<file path="config.mk">
export PLATFORM = sky130hd
export DESIGN_NAME = nibio_bus
export DESIGN_NICKNAME = d
export VERILOG_FILES = /design/src/rtl/nibio_pkg.sv /design/src/rtl/nibio_switch.sv /design/src/rtl/nibio_decode.sv /design/src/rtl/nibio_models.sv /design/src/rtl/nibio_bus.sv
export SDC_FILE = /design/constraint.sdc
export NUM_CORES = 1
export LEC_CHECK = 0
export BUFFER_PORTS_ARGS = -buffer_cell sky130_fd_sc_hd__buf_4
export CELL_PAD_IN_SITES_DETAIL_PLACEMENT = 1
export CELL_PAD_IN_SITES_GLOBAL_PLACEMENT = 1
export CORE_ASPECT_RATIO = 0.9
export CORE_UTILIZATION = 45
export DETAILED_ROUTE_END_ITERATION = 16
export PLACE_DENSITY_LB_ADDON = 0.05
export SKIP_CTS_REPAIR_TIMING = 1
export SYNTH_ARGS = -nofsm -noshare
export SYNTH_HDL_FRONTEND = slang
export SYNTH_SLANG_ARGS = --single-unit
</file>
<file path="constraint.sdc">
create_clock -name clk -period 2.6 [get_ports clk]
set_clock_uncertainty 0.2 [all_clocks]
set_input_delay 0.26 -clock clk [delete_from_list [all_inputs] [get_ports clk]]
set_output_delay 0.26 -clock clk [all_outputs]
set_load 0.01 [all_outputs]
</file>
<file path="src/rtl/nibio_pkg.sv">
package nibio_pkg;

    localparam int NIB_W = 4;

    typedef logic [NIB_W-1:0] nib_t;

    localparam nib_t NIB_ONES = '1;

    // Where a transfer lands
    typedef enum logic [2:0] {
        RT_NONE,
        RT_SWITCH,
        RT_NIB_PRI,
        RT_NIB_AUX,
        RT_BYTE_PRI,
        RT_BYTE_AUX,
        RT_EXT_BANK,
        RT_EXT_SEL
    } route_e;

    // One bus transfer
    typedef struct packed {
        logic valid;
        logic write;
        nib_t addr;
        nib_t data;
    } xfer_t;

    // Identity of the register touched by a transfer
    typedef struct packed {
        logic used;
        nib_t addr;
        logic aux;
    } key_t;

    function automatic route_e pick_route(
        input nib_t a, input logic aux,
        input nib_t sw_a, input nib_t nib_a,
        input nib_t byte_a, input nib_t ext_a);
        route_e r;
        if (a == sw_a)        r = RT_SWITCH;
        else if (a == nib_a)  r = aux ? RT_NIB_AUX  : RT_NIB_PRI;
        else if (a == byte_a) r = aux ? RT_BYTE_AUX : RT_BYTE_PRI;
        else if (a == ext_a)  r = aux ? RT_EXT_SEL  : RT_EXT_BANK;
        else                  r = RT_NONE;
        return r;
    endfunction

endpackage

</file>
<file path="src/rtl/nibio_switch.sv">
module nibio_switch
    import nibio_pkg::*;
#(
    parameter nib_t SW_ADDR = 4'hF
) (
    input  logic  clk,
    input  logic  rst,
    input  xfer_t xf,
    output logic  aux_sel
);

    logic arm_vld_q;
    nib_t arm_addr_q;
    logic sw_write;

    assign sw_write = xf.valid && xf.write && (xf.addr == SW_ADDR);
    assign aux_sel  = arm_vld_q && (arm_addr_q == xf.addr) && (xf.addr != SW_ADDR);

    always_ff @(posedge clk) begin
        if (rst) begin
            arm_vld_q  <= 1'b0;
            arm_addr_q <= '0;
        end else if (sw_write) begin
            arm_vld_q  <= (xf.data != SW_ADDR);
            arm_addr_q <= xf.data;
        end else if (xf.valid && aux_sel) begin
            arm_vld_q  <= 1'b0;
        end
    end

    p_arm_clear_r3: assert property (@(posedge clk) disable iff (rst)
        xf.valid && aux_sel |=> !arm_vld_q);

    p_arm_hold_r4: assert property (@(posedge clk) disable iff (rst)
        xf.valid && !aux_sel && (xf.addr != SW_ADDR)
        |=> $stable(arm_vld_q) && $stable(arm_addr_q));

    p_arm_reset_r9: assert property (@(posedge clk)
        rst |=> !arm_vld_q);

endmodule

</file>
<file path="src/rtl/nibio_decode.sv">
module nibio_decode
    import nibio_pkg::*;
#(
    parameter nib_t SW_ADDR   = 4'hF,
    parameter nib_t NIB_ADDR  = 4'h1,
    parameter nib_t BYTE_ADDR = 4'h2,
    parameter nib_t EXT_ADDR  = 4'h3
) (
    input  logic   clk,
    input  logic   rst,
    input  xfer_t  xf,
    input  logic   aux_sel,
    output route_e route,
    output logic   hi_sel
);

    key_t cur_key, last_key_q;
    logic ptr_q;
    logic same_reg;

    always_comb begin
        route    = pick_route(xf.addr, aux_sel, SW_ADDR, NIB_ADDR, BYTE_ADDR, EXT_ADDR);
        cur_key  = '{used: 1'b1, addr: xf.addr, aux: aux_sel};
        same_reg = (cur_key == last_key_q);
        hi_sel   = same_reg ? ptr_q : 1'b0;
    end

    always_ff @(posedge clk) begin
        if (rst) begin
            last_key_q <= '0;
            ptr_q      <= 1'b0;
        end else if (xf.valid) begin
            last_key_q <= cur_key;
            ptr_q      <= (route == RT_BYTE_PRI) ? ~hi_sel : 1'b0;
        end
    end

    p_ptr_toggle_r5: assert property (@(posedge clk) disable iff (rst)
        xf.valid && (route == RT_BYTE_PRI) |=> ptr_q == !$past(hi_sel));

    p_ptr_restart_r6: assert property (@(posedge clk) disable iff (rst)
        xf.valid && (route != RT_BYTE_PRI) |=> !ptr_q);

endmodule

</file>
<file path="src/rtl/nibio_models.sv">
module nibio_models
    import nibio_pkg::*;
#(
    parameter int SUB_N = 16
) (
    input  logic   clk,
    input  logic   rst,
    input  xfer_t  xf,
    input  route_e route,
    input  logic   hi_sel,
    output nib_t   rd
);

    localparam int SEL_W = $clog2(SUB_N);

    nib_t             nib_pri_q, nib_aux_q, byte_aux_q;
    logic [1:0][3:0]  byte_q;
    logic [SEL_W-1:0] sel_q;
    nib_t             bank_q [SUB_N];
    logic             we;

    assign we = xf.valid && xf.write;

    always_ff @(posedge clk) begin
        if (rst) begin
            nib_pri_q  <= '0;
            nib_aux_q  <= '0;
            byte_aux_q <= '0;
            byte_q     <= '0;
            sel_q      <= '0;
        end else if (we) begin
            case (route)
                RT_NIB_PRI:  nib_pri_q      <= xf.data;
                RT_NIB_AUX:  nib_aux_q      <= xf.data;
                RT_BYTE_PRI: byte_q[hi_sel] <= xf.data;
                RT_BYTE_AUX: byte_aux_q     <= xf.data;
                RT_EXT_SEL:  sel_q          <= xf.data[SEL_W-1:0];
                default: ;
            endcase
        end
    end

    always_ff @(posedge clk) begin
        for (int i = 0; i < SUB_N; i++) begin
            if (rst)
                bank_q[i] <= '0;
            else if (we && (route == RT_EXT_BANK) && (sel_q == SEL_W'(i)))
                bank_q[i] <= xf.data;
        end
    end

    always_comb begin
        case (route)
            RT_NIB_PRI:  rd = nib_pri_q;
            RT_NIB_AUX:  rd = nib_aux_q;
            RT_BYTE_PRI: rd = byte_q[hi_sel];
            RT_BYTE_AUX: rd = byte_aux_q;
            RT_EXT_SEL:  rd = nib_t'(sel_q);
            RT_EXT_BANK: rd = bank_q[sel_q];
            default:     rd = NIB_ONES;
        endcase
    end

    p_read_pure_r1: assert property (@(posedge clk) disable iff (rst)
        xf.valid && !xf.write
        |=> $stable(nib_pri_q) && $stable(nib_aux_q) && $stable(byte_q)
            && $stable(byte_aux_q) && $stable(sel_q));

    p_ignored_write_r8: assert property (@(posedge clk) disable iff (rst)
        we && (route == RT_NONE || route == RT_SWITCH)
        |=> $stable(nib_pri_q) && $stable(nib_aux_q) && $stable(byte_q)
            && $stable(byte_aux_q) && $stable(sel_q));

endmodule

</file>
<file path="src/rtl/nibio_bus.sv">
module nibio_bus
    import nibio_pkg::*;
#(
    parameter nib_t SW_ADDR   = 4'hF,
    parameter nib_t NIB_ADDR  = 4'h1,
    parameter nib_t BYTE_ADDR = 4'h2,
    parameter nib_t EXT_ADDR  = 4'h3,
    parameter int   SUB_N     = 16
) (
    input  logic       clk,
    input  logic       rst,
    input  logic [3:0] io_addr,
    input  logic [3:0] io_wdata,
    input  logic       io_out_stb,
    input  logic       io_in_stb,
    output logic [3:0] io_rdata
);

    xfer_t  xf;
    logic   aux_sel;
    logic   hi_sel;
    route_e route;
    nib_t   model_rd;

    always_comb begin
        xf.valid = io_out_stb || io_in_stb;
        xf.write = io_out_stb;
        xf.addr  = io_addr;
        xf.data  = io_wdata;
    end

    nibio_switch #(.SW_ADDR(SW_ADDR)) u_switch (
        .clk(clk), .rst(rst), .xf(xf), .aux_sel(aux_sel)
    );

    nibio_decode #(
        .SW_ADDR(SW_ADDR), .NIB_ADDR(NIB_ADDR),
        .BYTE_ADDR(BYTE_ADDR), .EXT_ADDR(EXT_ADDR)
    ) u_decode (
        .clk(clk), .rst(rst), .xf(xf), .aux_sel(aux_sel),
        .route(route), .hi_sel(hi_sel)
    );

    nibio_models #(.SUB_N(SUB_N)) u_models (
        .clk(clk), .rst(rst), .xf(xf), .route(route),
        .hi_sel(hi_sel), .rd(model_rd)
    );

    assign io_rdata = (io_in_stb && !io_out_stb) ? model_rd : NIB_ONES;

    p_unpop_read_r8: assert property (@(posedge clk) disable iff (rst)
        io_in_stb && (route == RT_NONE || route == RT_SWITCH) |-> io_rdata == 4'hF);

    p_idle_rdata_r10: assert property (@(posedge clk) disable iff (rst)
        (!io_in_stb || io_out_stb) |-> io_rdata == 4'hF);

endmodule

</file>
* Yosys cells after proc, flatten, opt, wreduce, memory -nomap -nowiden
Memory sizes are Yosys's and may differ from the RTL's. A register that Yosys moved wholly into a read port is not among the register bits.
Index checks and enable logic that the tools add are counted.
** Operators by class
- Equal/unequal tests :: 29
- Reduce and logical (&&, ||, !) cells :: 33
- Bitwise gates (word level) :: 17
- $lt $le $gt $ge :: 2
- Muxes and demuxes :: 86
** Operators by type and width (number)
- $mux 4 :: 22
- $mux 1 :: 57
- $eq 4x4->1 const B :: 9
- $logic_and 1x1->1 :: 24
- $pmux 4 s6 :: 1
- $eq 4x2->1 const B :: 4
- $eq 4x3->1 const B :: 4
- $or 1x1->1 :: 16
- $eq 3x3->1 const B :: 4
- $mux 3 :: 4
- $reduce_and 2->1 :: 5
- $bwmux 8 :: 1
- $eq 4x1->1 const B :: 2
- $ne 4x4->1 const B :: 2
- $eq 3x2->1 const B :: 2
- $eq 6x6->1 :: 1
- $demux 4 s1 :: 1
- $eq 4x4->1 :: 1
- $logic_not 4->1 :: 1
- $lt 1x2->1 const B :: 1
- $reduce_bool 2->1 :: 1
- $ge 1x1->1 const B :: 1
- $logic_not 1->1 :: 1
- $logic_or 1x1->1 :: 1
- $not 1->1 :: 1
** Storage, ports and cells
- Register bits after elaboration :: 36
- Output and inout port bits :: 4
- Memory bits (writable) :: 64
- Input bits :: 12
- Memories kept :: 1
- Word-level logic and storage cells :: 180
** Memories
- u_models.bank_q :: words 16, width 4, rd ports 1, clocked after Yosys merged registers in 1, write ports 16, RTL line nibio_models.sv:19 : nib_t bank_q [SUB_N];

* Logic depth before layout (Yosys ltp)
Gate-level depths: netlist (run 1).
- Word-level depth :: 15
- Depth in mapped cells :: 9
- Depth with buffers taken out :: 6

* Modules after synthesis
From an unflattened synthesis (run 1), not the netlist that was laid out.
** Unflattened totals
- Cells, all modules :: 456
- Area total of the unflattened synthesis :: 5200.0 sq um
** By module, submodules not included
- nibio_models :: cells each 379, area an instance 4488.1 sq um, instances 1, sequential area each 2482.4 sq um
- nibio_decode :: cells each 39, area an instance 382.9 sq um, instances 1, sequential area each 140.1 sq um
- nibio_switch :: cells each 33, area an instance 287.8 sq um, instances 1, sequential area each 100.1 sq um
- nibio_bus :: cells each 5, area an instance 41.3 sq um, instances 1, sequential area each 0.0 sq um

* Worst setup path after synthesis (run 1)
OpenSTA, ideal clock, no wires.
- Path kind :: input -> register
- Start point :: input io_addr[3]
- End point :: memory u_models.bank_q[4][0] in the netlist's numbering (enable)
- Path buffers :: 3
- Cell stages on the path :: 9
- Slack :: 0.150 ns
- Arrival time :: 1.915 ns
- Data required time :: 2.065 ns
- Setup time :: 0.335 ns
- Cells stage by stage :: buf_2 > xnor2_1 > nand4_2 > o31a_1 > buf_4 > and3_1 > or3b_1 > buf_2 > o21ai_1
** RTL lines
- from (decl) :: RTL line nibio_bus.sv:12 : input logic [3:0] io_addr,
- to (decl) :: RTL line nibio_models.sv:19

==> metrics.md, run 1 <==
| Metric | Value |
|---|---|
| Number of global-route vias before repair | `3551` |
| Post-layout util | `0.5410` |
| Crit path largest cell delay | `0.52 ns` |
| Synth area leaders | `edfxtp_1, dfxtp_1, nor2_1, mux4_1, mux2i_1` |
| Initial Util | `0.4691` |
| H-tree depth | `3` |
| CTS sink count | `104` |
| Kind of critical path | `register to primary output` |
| Worst Hold Class | `input pin to register` |
| Worst Setup EP | `io_rdata[3]` |
| CP arrival | `2.47 ns` |
| Crit path depth | `7` |
| Synth-to-layout area growth | `15.34%` |
| RR Endpoint | `u_models.bank_q[1][3]$_SDFFCE_PN0P_` |
| First drt pass iteration count | `4` |
| CTS Buffer Depth | `2` |
| CP cell instances | `buf_12 -> mux4_2 -> mux4_2 -> a22o_1 -> a21oi_2 -> o211ai_1 -> buf_4` |
| Max Slew Vio Count | `0` |
| Fin. Hold Viols | `0` |
| Synth Area in Adders | `0` |
| Fin Hold WS | `0.008693 ns` |
| CP top delay family | `multiplexers` |
| Seq/Total Area, Yosys | `0.5592` |
| Port Buf Inserts | `15` |
| WP data required | `2.14 ns` |
| Area leader, netlist | `edfxtp_1` |
| Clk slew on worst S/H paths | `0.07 ns` |
| Layout cells sized above 1 | `0.2169` |
| Via count | `3435` |
| Least-Margin Pin Slew | `0.6500 ns` |
| Final non-filler cell total | `590` |
| Power, Total | `3.423 mW` |
| Reg-to-reg slack, setup | `0.12 ns` |
| Dpl cells | `572` |
| Max_cap viols | `0` |
| Crit Reg-Reg Startpoint | `u_switch.arm_addr_q[1]$_SDFFE_PP0P_` |
| Worst-skew pair later-pin latency | `0.34 ns` |
| Tcrit/Tclk final | `1.127` |
| Yosys warns | `0` |
| Post-Synth Simple-Gate Area | `0.1527` |
| WP buf/inv | `2` |
| Pin count of the biggest net entering global routing | `41` |
| ANT cells | `0` |
| Unrepaired setup endpoints after global routing | `yes` |
| Post-synth EDFFs | `64` |
| Outcome | `complete, but fails checks` |
| Leakage | `1.925 nW` |
| Synth Area in Compound Gates | `0.08044` |
| Synthesized cell area | `4868 µm²` |
| Max transition margin | `0.5621` |
| Cell repeated most along the worst path | `mux4_2` |
| CP max FO | `8` |
| CTS Buf Count | `9` |
| Largest family of logic cells by synthesized area | `multiplexers` |
| R2r worst-path depth | `9` |
| First-pass GRT wire length | `20220 µm` |
| Detailed placement HPWL | `9273 µm` |
| Tot GR Track Use | `0.2463` |
| Asr flop ratio synth | `0` |
| Yosys cell types | `48` |
| #FFs+latches synth | `104` |
| Post-synthesis xor/xnor area fraction | `0.01259` |
| Syn Area/Cell | `11.43 µm²` |
| Final WL | `12930 µm` |
| DR vias/cell | `5.822` |
| # IOs | `16` |
| Post-route ant nets | `0` |
| Die H | `100.7 µm` |
| Final GP Congestion | `0.8108` |
| Syn nets | `438` |
| Critical Path Slowest Stage Cell | `mux4_2` |
| Full die area | `11240 µm²` |
| Clock root buffer | `clkbuf_16` |
| Peak Freq | `0.3411 GHz` |
| Nets | `468` |
| # DRC | `0` |
| PD cells | `609.5 nW/µm²` |
| Initial antenna violation count | `0` |
| Mux cell area share after synthesis | `0.1586` |
| Failing checks | `setup timing` |
| Final worst slack | `-0.3314 ns` |
| Core ar. | `10380 µm²` |
| Yosys top cell area share | `0.3948` |
| Post-Syn Instances | `426` |
| Die width | `111.6 µm` |
| Count of final setup violators | `4` |
| Peak VDD IR | `0.0003300 V` |
| Gr ovfl total | `0` |
| Pre-CTS setup slack | `-0.09926 ns` |
| Initial DRC Count | `203` |
| Startpoint Class | `register` |
| Top FF cell, synth | `edfxtp_1` |
| Wire per inst | `21.92 µm` |
| TritonCTS clock tree | `yes` |
| Worst setup EP type | `primary output` |
| Fin crit period | `2.931 ns` |
| # rows | `35` |
==> flip-flops by register name, indices dropped and copies added, names as in the netlist, named ones only <==
name	flops
u_switch.arm_vld_q	1
u_switch.arm_addr_q	4
u_models.nib_aux_q	4
u_models.byte_aux_q	4
u_models.nib_pri_q	4
u_decode.ptr_q	1
u_models.byte_q	8
u_models.bank_q	64
u_decode.last_key_q	6
u_models.sel_q	4
==> tightest hold or removal path: stages <==
cell and delay (ns):
buf_4 0.13, nor3_1 0.06, nor2_1 0.07
==> metal layers <==
layer,track usage,vias to the layer above,routed length (µm),part of all wire
met5,0,-,0,0
met1,0.3393,1750,5937,0.46
met3,0.05051,8,664,0.051
li1,-,1602,-,-
met4,0.06237,0,105,0.0081
met2,0.4004,75,6227,0.48
==> cells in the mapped netlist, drive strengths merged (5+ instances only) <==
| cell type | count |
|---|---|
| clkbuf | 16 |
| nor3 | 8 |
| nand3 | 7 |
| o211ai | 5 |
| a21oi | 19 |
| nand2 | 37 |
| mux4 | 19 |
| mux2i | 25 |
| o21ai | 21 |
| nor2 | 93 |
| edfxtp | 64 |
| dfxtp | 40 |
| buf | 17 |
| mux2 | 5 |
==> worst min path at each step <==
stage / from / end / slack [ns] / cells after the start
5_1_grt: io_in_stb / u_decode.last_key_q[5]$_SDFFE_PP0N_ / 0.02 / 3
6_report: io_in_stb / u_decode.last_key_q[5]$_SDFFE_PP0N_ / 0.009 / 3
3_3_place_gp: u_decode.last_key_q[1]$_SDFFE_PP0N_ / u_decode.last_key_q[1]$_SDFFE_PP0N_ / 0.25 / 2
3_5_place_dp: u_decode.last_key_q[1]$_SDFFE_PP0N_ / u_decode.last_key_q[1]$_SDFFE_PP0N_ / 0.26 / 2
4_1_cts: io_in_stb / u_decode.last_key_q[5]$_SDFFE_PP0N_ / -0.0005 / 3
2_1_floorplan: io_in_stb / u_decode.last_key_q[5]$_SDFFE_PP0N_ / 0.18 / 2
==> area by class of cell <==
| class | instances | area (µm²) |
|---|---|---|
| flip-flops and latches | 104 | 2726 |
| repair buffers | 52 | 444.2 |
| clock buffers | 10 | 229.0 |
| fillers | 1098 | 4763 |
| inverters | 3 | 11.26 |
| multi-input cells | 286 | 1959 |
| clock inverters | 6 | 83.83 |
| well taps | 129 | 161.4 |
==> placed cells by master, fill, tap and decap left out, types with 3 or more instances in the layout <==
master     count
nor2_1        93
edfxtp_1      64
buf_4         46
dfxtp_1       39
nand2_1       36
mux2i_1       25
mux4_2        18
a21oi_1       16
o21ai_0       12
clkbuf_16     10
o21ai_1        9
nor3_1         8
nand3_1        7
o211ai_1       5
xor2_1         4
mux2_2         4
a22oi_1        4
nand3b_1       4
xnor2_1        3
inv_1          3
a22o_1         3
a21oi_2        3
buf_6          3
==> kinds of logic (layout without fill, tap and decap cells) <==
| kind of cell | Yosys count | in the layout |
|---|---|---|
| XOR/XNOR | 7 | 7 |
| flip-flops | 104 | 104 |
| multiplexers | 49 | 49 |
| AO/OA/AOI/OAI | 62 | 62 |
| AND/OR/NAND/NOR | 168 | 168 |
| buffers and inverters | 36 | 71 |
==> where the power goes <==
group	switching, mW	total (mW)	internal, mW
Clock	0.583	1.42	0.840
Sequential	0.0231	1.81	1.79
Combinational	0.118	0.190	0.0718
Total	0.724	3.42	2.70
==> through the flow <==
step,setup TNS (ns),area [µm²]
floorplan,0,4868
global placement,-0.08989,5264
detailed placement,-0.7447,5264
CTS,-1.655,5577
global route,-1.459,5615
finish,-1.124,5615
Note: power is estimated with default switching activity, not from simulation.
==> run 2, diff against run 1 <==
HOLD_SLACK_MARGIN = 0.15   (was unset)
==> metrics.md, run 2 (synthesis gave the netlist of run 1 again) <==
| Metric | Value |
|---|---|
| Top Registers | `u_models.bank_q x64, u_models.byte_q x8, u_decode.last_key_q x6` |
| Outcome | `complete, but fails checks` |
| Fin crit period | `2.931 ns (-0.0002280 ns)` |
| Least-Margin Pin Slew | `0.6564 ns (+0.006355 ns)` |
| Number of global-route vias before repair | `3551 (unchanged)` |
| Cell repeated most along the worst path | `mux4_2` |
| Clock root buffer | `clkbuf_16` |
| Core ar. | `10380 µm² (unchanged)` |
| Max Slew Vio Count | `0 (unchanged)` |
| Crit path largest cell delay | `0.52 ns (about the same)` |
| H-tree depth | `3 (unchanged)` |
| Max reg flops | `64 (unchanged)` |
| Post-route ant nets | `0 (unchanged)` |
| First-pass GRT wire length | `20220 µm (unchanged)` |
| Critical Path Slowest Stage Cell | `mux4_2` |
| Unrepaired setup endpoints after global routing | `yes` |
| Detailed placement HPWL | `9273 µm (unchanged)` |
| Count of final setup violators | `4 (unchanged)` |
| Die width | `111.6 µm (unchanged)` |
| Max_cap viols | `0 (unchanged)` |
| Wire per inst | `21.71 µm (-0.94%)` |
| ANT cells | `0 (unchanged)` |
| Fin Hold WS | `0.09887 ns (+0.09017 ns)` |
| Initial Util | `0.4691 (unchanged)` |
| TritonCTS clock tree | `yes` |
| Synth-to-layout area growth | `17.19%` |
| Final non-filler cell total | `599 (+1.5%)` |
| Worst Hold Class | `input pin to register` |
| CP cell instances | `buf_12 -> mux4_2 -> mux4_2 -> a22o_1 -> a21oi_2 -> o211ai_1 -> buf_4` |
| Tcrit/Tclk final | `1.127 (about the same)` |
| Startpoint Class | `register` |
| # IOs | `16 (unchanged)` |
| CTS Buf Count | `9 (unchanged)` |
| # rows | `35 (unchanged)` |
| WP buf/inv | `2 (unchanged)` |
| CTS sink count | `104 (unchanged)` |
| Peak VDD IR | `0.0003340 V (+1.2%)` |
| Total Neg Setup Slack | `-1.114 ns (+0.009480 ns)` |
| Via count | `3480 (+1.3%)` |
| Initial antenna violation count | `0 (unchanged)` |
| Worst-skew pair later-pin latency | `0.34 ns (about the same)` |
| Max transition margin | `0.5578 (-0.004281)` |
| CTS Buffer Depth | `2 (unchanged)` |
| Initial DRC Count | `156 (-23%)` |
| Final GP Congestion | `0.8108 (unchanged)` |
| Fin. Hold Viols | `0 (unchanged)` |
| Tot GR Track Use | `0.2463 (unchanged)` |
| Full die area | `11240 µm² (unchanged)` |
| Clk slew on worst S/H paths | `0.07 ns (about the same)` |
| Worst setup EP type | `primary output` |
| Dpl cells | `572 (unchanged)` |
| Most frequent cells in the layout | `nor2_1, edfxtp_1, buf_4, dfxtp_1, nand2_1` |
| Final worst slack | `-0.3311 ns (+0.0002280 ns)` |
| Pin count of the biggest net entering global routing | `41 (unchanged)` |
| Gr ovfl total | `0 (unchanged)` |
| Port Buf Inserts | `15 (unchanged)` |
| Reg with most FFs | `u_models.bank_q` |
| DR vias/cell | `5.810 (-0.21%)` |
| PD cells | `601.1 nW/µm² (-1.4%)` |
| Die H | `100.7 µm (unchanged)` |
| Nets | `477 (+1.9%)` |
| Leakage | `1.963 nW (+2.0%)` |
| First drt pass iteration count | `5 (+1)` |
| CP arrival | `2.47 ns (about the same)` |
| Failing checks | `setup timing` |
| Layout cells sized above 1 | `0.2128 (-0.004154)` |
| Most common cell after layout, fill and taps aside | `nor2_1` |
| WP data required | `2.14 ns (about the same)` |
| # DRC | `0 (unchanged)` |
| CP max FO | `8 (unchanged)` |
| Kind of critical path | `register to primary output` |
| Peak Freq | `0.3412 GHz (about the same)` |
| CP top delay family | `multiplexers` |
| Final WL | `13010 µm (+0.57%)` |
run 2: cell types whose count changed in the layout (fill, tap and decap cells not counted), sizes merged:
cell         before  now
dlygate4sd3       0    9
run 2: worst reg2reg max path, stage by stage (launching register included):
cell and delay [ns]:
dfxtp_1 0.32, xnor2_1 0.14, nand4_2 0.11, o31a_1 0.16
and3_1 0.22, nand3b_1 0.23, buf_4 0.22, buf_4 0.17
o31ai_1 0.24, buf_4 0.19
run 2: cell type report:
| type | instances | area [µm²] |
|---|---|---|
| Clock inverter | 6 | 83.83 |
| Tap cell | 129 | 161.4 |
| Inverter | 3 | 11.26 |
| Sequential cell | 104 | 2726 |
| Clock buffer | 10 | 229.0 |
| Fill cell | 1094 | 4673 |
| Multi-Input combinational cell | 286 | 1959 |
| Timing Repair Buffer | 61 | 534.3 |
run 2: path summary, 6_finish.rpt:
path	slack, ns	to	from	cells past startpoint
worst max-delay path	-0.33	io_rdata[3]	register	7
worst min-delay path	0.1	u_decode.last_key_q[1]$_SDFFE_PP0N_	io_in_stb	3
worst max register to register	0.12	u_models.bank_q[1][3]$_SDFFCE_PN0P_	u_switch.arm_addr_q[1]$_SDFFE_PP0P_	9
worst min register to register	0.26	u_decode.last_key_q[1]$_SDFFE_PP0N_	u_decode.last_key_q[1]$_SDFFE_PP0N_	2
run 2: metal layers:
layer | track usage | wire (µm)
met5 | 0 | 0
met3 | 0.05051 | 809
met4 | 0.06237 | 105
met2 | 0.4004 | 6225
met1 | 0.3393 | 5867
run 2: stage by stage:
| stage | utilization | power [mW] | worst slack [ns] | area (µm²) |
|---|---|---|---|---|
| 2_1_floorplan | - | 1.944 | 0.1503 | 4868 |
| 3_3_place_gp | 0.5072 | 2.029 | -0.03957 | 5264 |
| 3_5_place_dp | 0.5072 | 2.035 | -0.09926 | 5264 |
| 4_1_cts | 0.5373 | 3.446 | -0.4476 | 5577 |
| 5_1_grt | 0.5497 | 3.527 | -0.4094 | 5705 |
| 6_report | 0.5497 | 3.430 | -0.3311 | 5705 |
run 2: report_power, final:
group / switching [mW] / internal [mW]
registers: 0.0230 / 1.79
logic: 0.120 / 0.0806
clock network: 0.579 / 0.840
==> run 3, diff against run 2 <==
PLACE_DENSITY_LB_ADDON = 0.1   (was 0.05)
==> metrics.md, run 3 (synthesis gave the netlist of run 1 again) <==
| Metric | Value |
|---|---|
| Detailed placement HPWL | `9410 µm (+1.5%)` |
| Count of final setup violators | `4 (unchanged)` |
| # IOs | `16 (unchanged)` |
| CTS Buf Count | `9 (unchanged)` |
| Final worst slack | `-0.3686 ns (-0.03748 ns)` |
| Clock root buffer | `clkbuf_16` |
| First-pass GRT wire length | `20780 µm (+2.8%)` |
| Initial antenna violation count | `0 (unchanged)` |
| Leakage | `1.945 nW (-0.90%)` |
| WP data required | `2.14 ns (about the same)` |
| Peak VDD IR | `0.0003804 V (+14%)` |
| H-tree depth | `3 (unchanged)` |
| Most frequent cells in the layout | `nor2_1, edfxtp_1, nand2_1, dfxtp_1, buf_4` |
| Power, Total | `3.514 mW (+2.4%)` |
| Crit path largest cell delay | `0.53 ns (about the same)` |
| Number of global-route vias before repair | `3516 (-0.99%)` |
| Fin. Hold Viols | `0 (unchanged)` |
| CP cell instances | `buf_12 -> mux4_2 -> mux4_2 -> a22o_1 -> a21oi_2 -> o211ai_1 -> buf_4` |
| Gr ovfl total | `0 (unchanged)` |
| Full die area | `11240 µm² (unchanged)` |
| Via count | `3474 (-0.17%)` |
| Critical Path Slowest Stage Cell | `mux4_2` |
| Fin crit period | `2.969 ns (+0.03748 ns)` |
| Failing checks | `setup timing` |
| Reg with most FFs | `u_models.bank_q` |
| Tcrit/Tclk final | `1.142 (+0.01441)` |
| Max transition margin | `0.4665 (-0.09132)` |
| Top sig layer | `met4` |
| Initial DRC Count | `276 (+77%)` |
| Post-layout util | `0.5503 (+0.0006030)` |
| Max_cap viols | `0 (unchanged)` |
| CP top delay family | `multiplexers` |
| Met3 WL | `554 µm (-32%)` |
| Max reg flops | `64 (unchanged)` |
| Wl on met1 | `6298 µm (+7.3%)` |
| CTS sink count | `104 (unchanged)` |
| Die width | `111.6 µm (unchanged)` |
| WP buf/inv | `2 (unchanged)` |
| Least-Margin Pin Slew | `0.7920 ns (+0.1356 ns)` |
| Initial Util | `0.4691 (unchanged)` |
| # DRC | `0 (unchanged)` |
| Dpl cells | `557 (-2.6%)` |
| First drt pass iteration count | `5 (unchanged)` |
| CTS Buffer Depth | `2 (unchanged)` |
| CP arrival | `2.51 ns (+0.04 ns)` |
| Kind of critical path | `register to primary output` |
| DR vias/cell | `5.898 (+1.5%)` |
| Wire per inst | `23.01 µm (+6.0%)` |
| Post-route ant nets | `0 (unchanged)` |
| Post-placement cell area | `5176 µm² (-1.7%)` |
| Met2 wire length | `6564 µm (+5.4%)` |
| Startpoint Class | `register` |
| Synth-to-layout area growth | `17.32%` |
| Final non-filler cell total | `589 (-1.7%)` |
| TritonCTS clock tree | `yes` |
| Port Buf Inserts | `15 (unchanged)` |
| Max Slew Vio Count | `0 (unchanged)` |
| Worst setup EP type | `primary output` |
| Core ar. | `10380 µm² (unchanged)` |
| Reg-to-reg slack, setup | `0.13 ns (about the same)` |
| Fin Hold WS | `0.1222 ns (+0.02330 ns)` |
| Nets | `467 (-2.1%)` |
| Layout cells sized above 1 | `0.2065 (-0.006244)` |
| Outcome | `complete, but fails checks` |
| Final GP Congestion | `0.8117 (+0.11%)` |
| Clk slew on worst S/H paths | `0.07 ns (about the same)` |
| Peak Freq | `0.3369 GHz (-1.3%)` |
| CP max FO | `8 (unchanged)` |
| Die H | `100.7 µm (unchanged)` |
| Cell repeated most along the worst path | `mux4_2` |
| Final Cell Area | `5712 µm² (+0.11%)` |
| # rows | `35 (unchanged)` |
| Pin count of the biggest net entering global routing | `41 (unchanged)` |
| Unrepaired setup endpoints after global routing | `yes` |
| Final WL | `13550 µm (+4.2%)` |
| Tot GR Track Use | `0.2555 (+0.009193)` |
| Worst Hold Class | `input pin to register` |
| Most common cell after layout, fill and taps aside | `nor2_1` |
| PD cells | `615.2 nW/µm² (+2.3%)` |
| Worst-skew pair later-pin latency | `0.36 ns (+0.02 ns)` |
| Top Registers | `u_models.bank_q x64, u_models.byte_q x8, u_decode.last_key_q x6` |
| ANT cells | `0 (unchanged)` |
## run 3: area by class of cell
class | count | area (µm²)
Inverter | 3 | 11.26
Clock buffer | 9 | 225.2
Clock inverter | 7 | 105.1
Sequential cell | 104 | 2730
Timing Repair Buffer | 51 | 489.2
Multi-Input combinational cell | 286 | 1989
Fill cell | 1092 | 4667
Tap cell | 129 | 161.4
## run 3: report_power, final
| part | switching [mW] | leakage, nW | internal (mW) |
|---|---|---|---|
| Combinational | 0.123 | 0.803 | 0.0788 |
| Sequential | 0.0244 | 0.984 | 1.79 |
| Clock | 0.645 | 0.158 | 0.856 |
## run 3: path summary, 6_finish.rpt
path	depth (start not counted)	start	endpoint
max	7	register	io_rdata[3]
min	3	io_out_stb	u_switch.arm_addr_q[2]$_SDFFE_PP0P_
max reg2reg	7	u_switch.arm_addr_q[3]$_SDFFE_PP0P_	u_models.bank_q[6][2]$_SDFFCE_PN0P_
min reg2reg	2	u_decode.last_key_q[3]$_SDFFE_PP0N_	u_decode.last_key_q[3]$_SDFFE_PP0N_
## run 3: metal layers
layer | GRT usage | vias up
met5 | 0 | -
met4 | 0.07277 | 0
met3 | 0.04871 | 15
met2 | 0.4080 | 83
met1 | 0.3573 | 1782
li1 | - | 1594
## run 3: metrics by stage
step	worst slack, ns	TNS [ns]
2_1_floorplan	0.1503	0
3_3_place_gp	-0.04657	-0.1098
3_5_place_dp	-0.09925	-0.2606
4_1_cts	-0.4862	-1.769
5_1_grt	-0.4732	-1.518
6_report	-0.3686	-1.161
## run 3: worst min-delay path: stages
cell and delay [ns]:
buf_4 0.18, nand3_1 0.11, a21oi_1 0.07
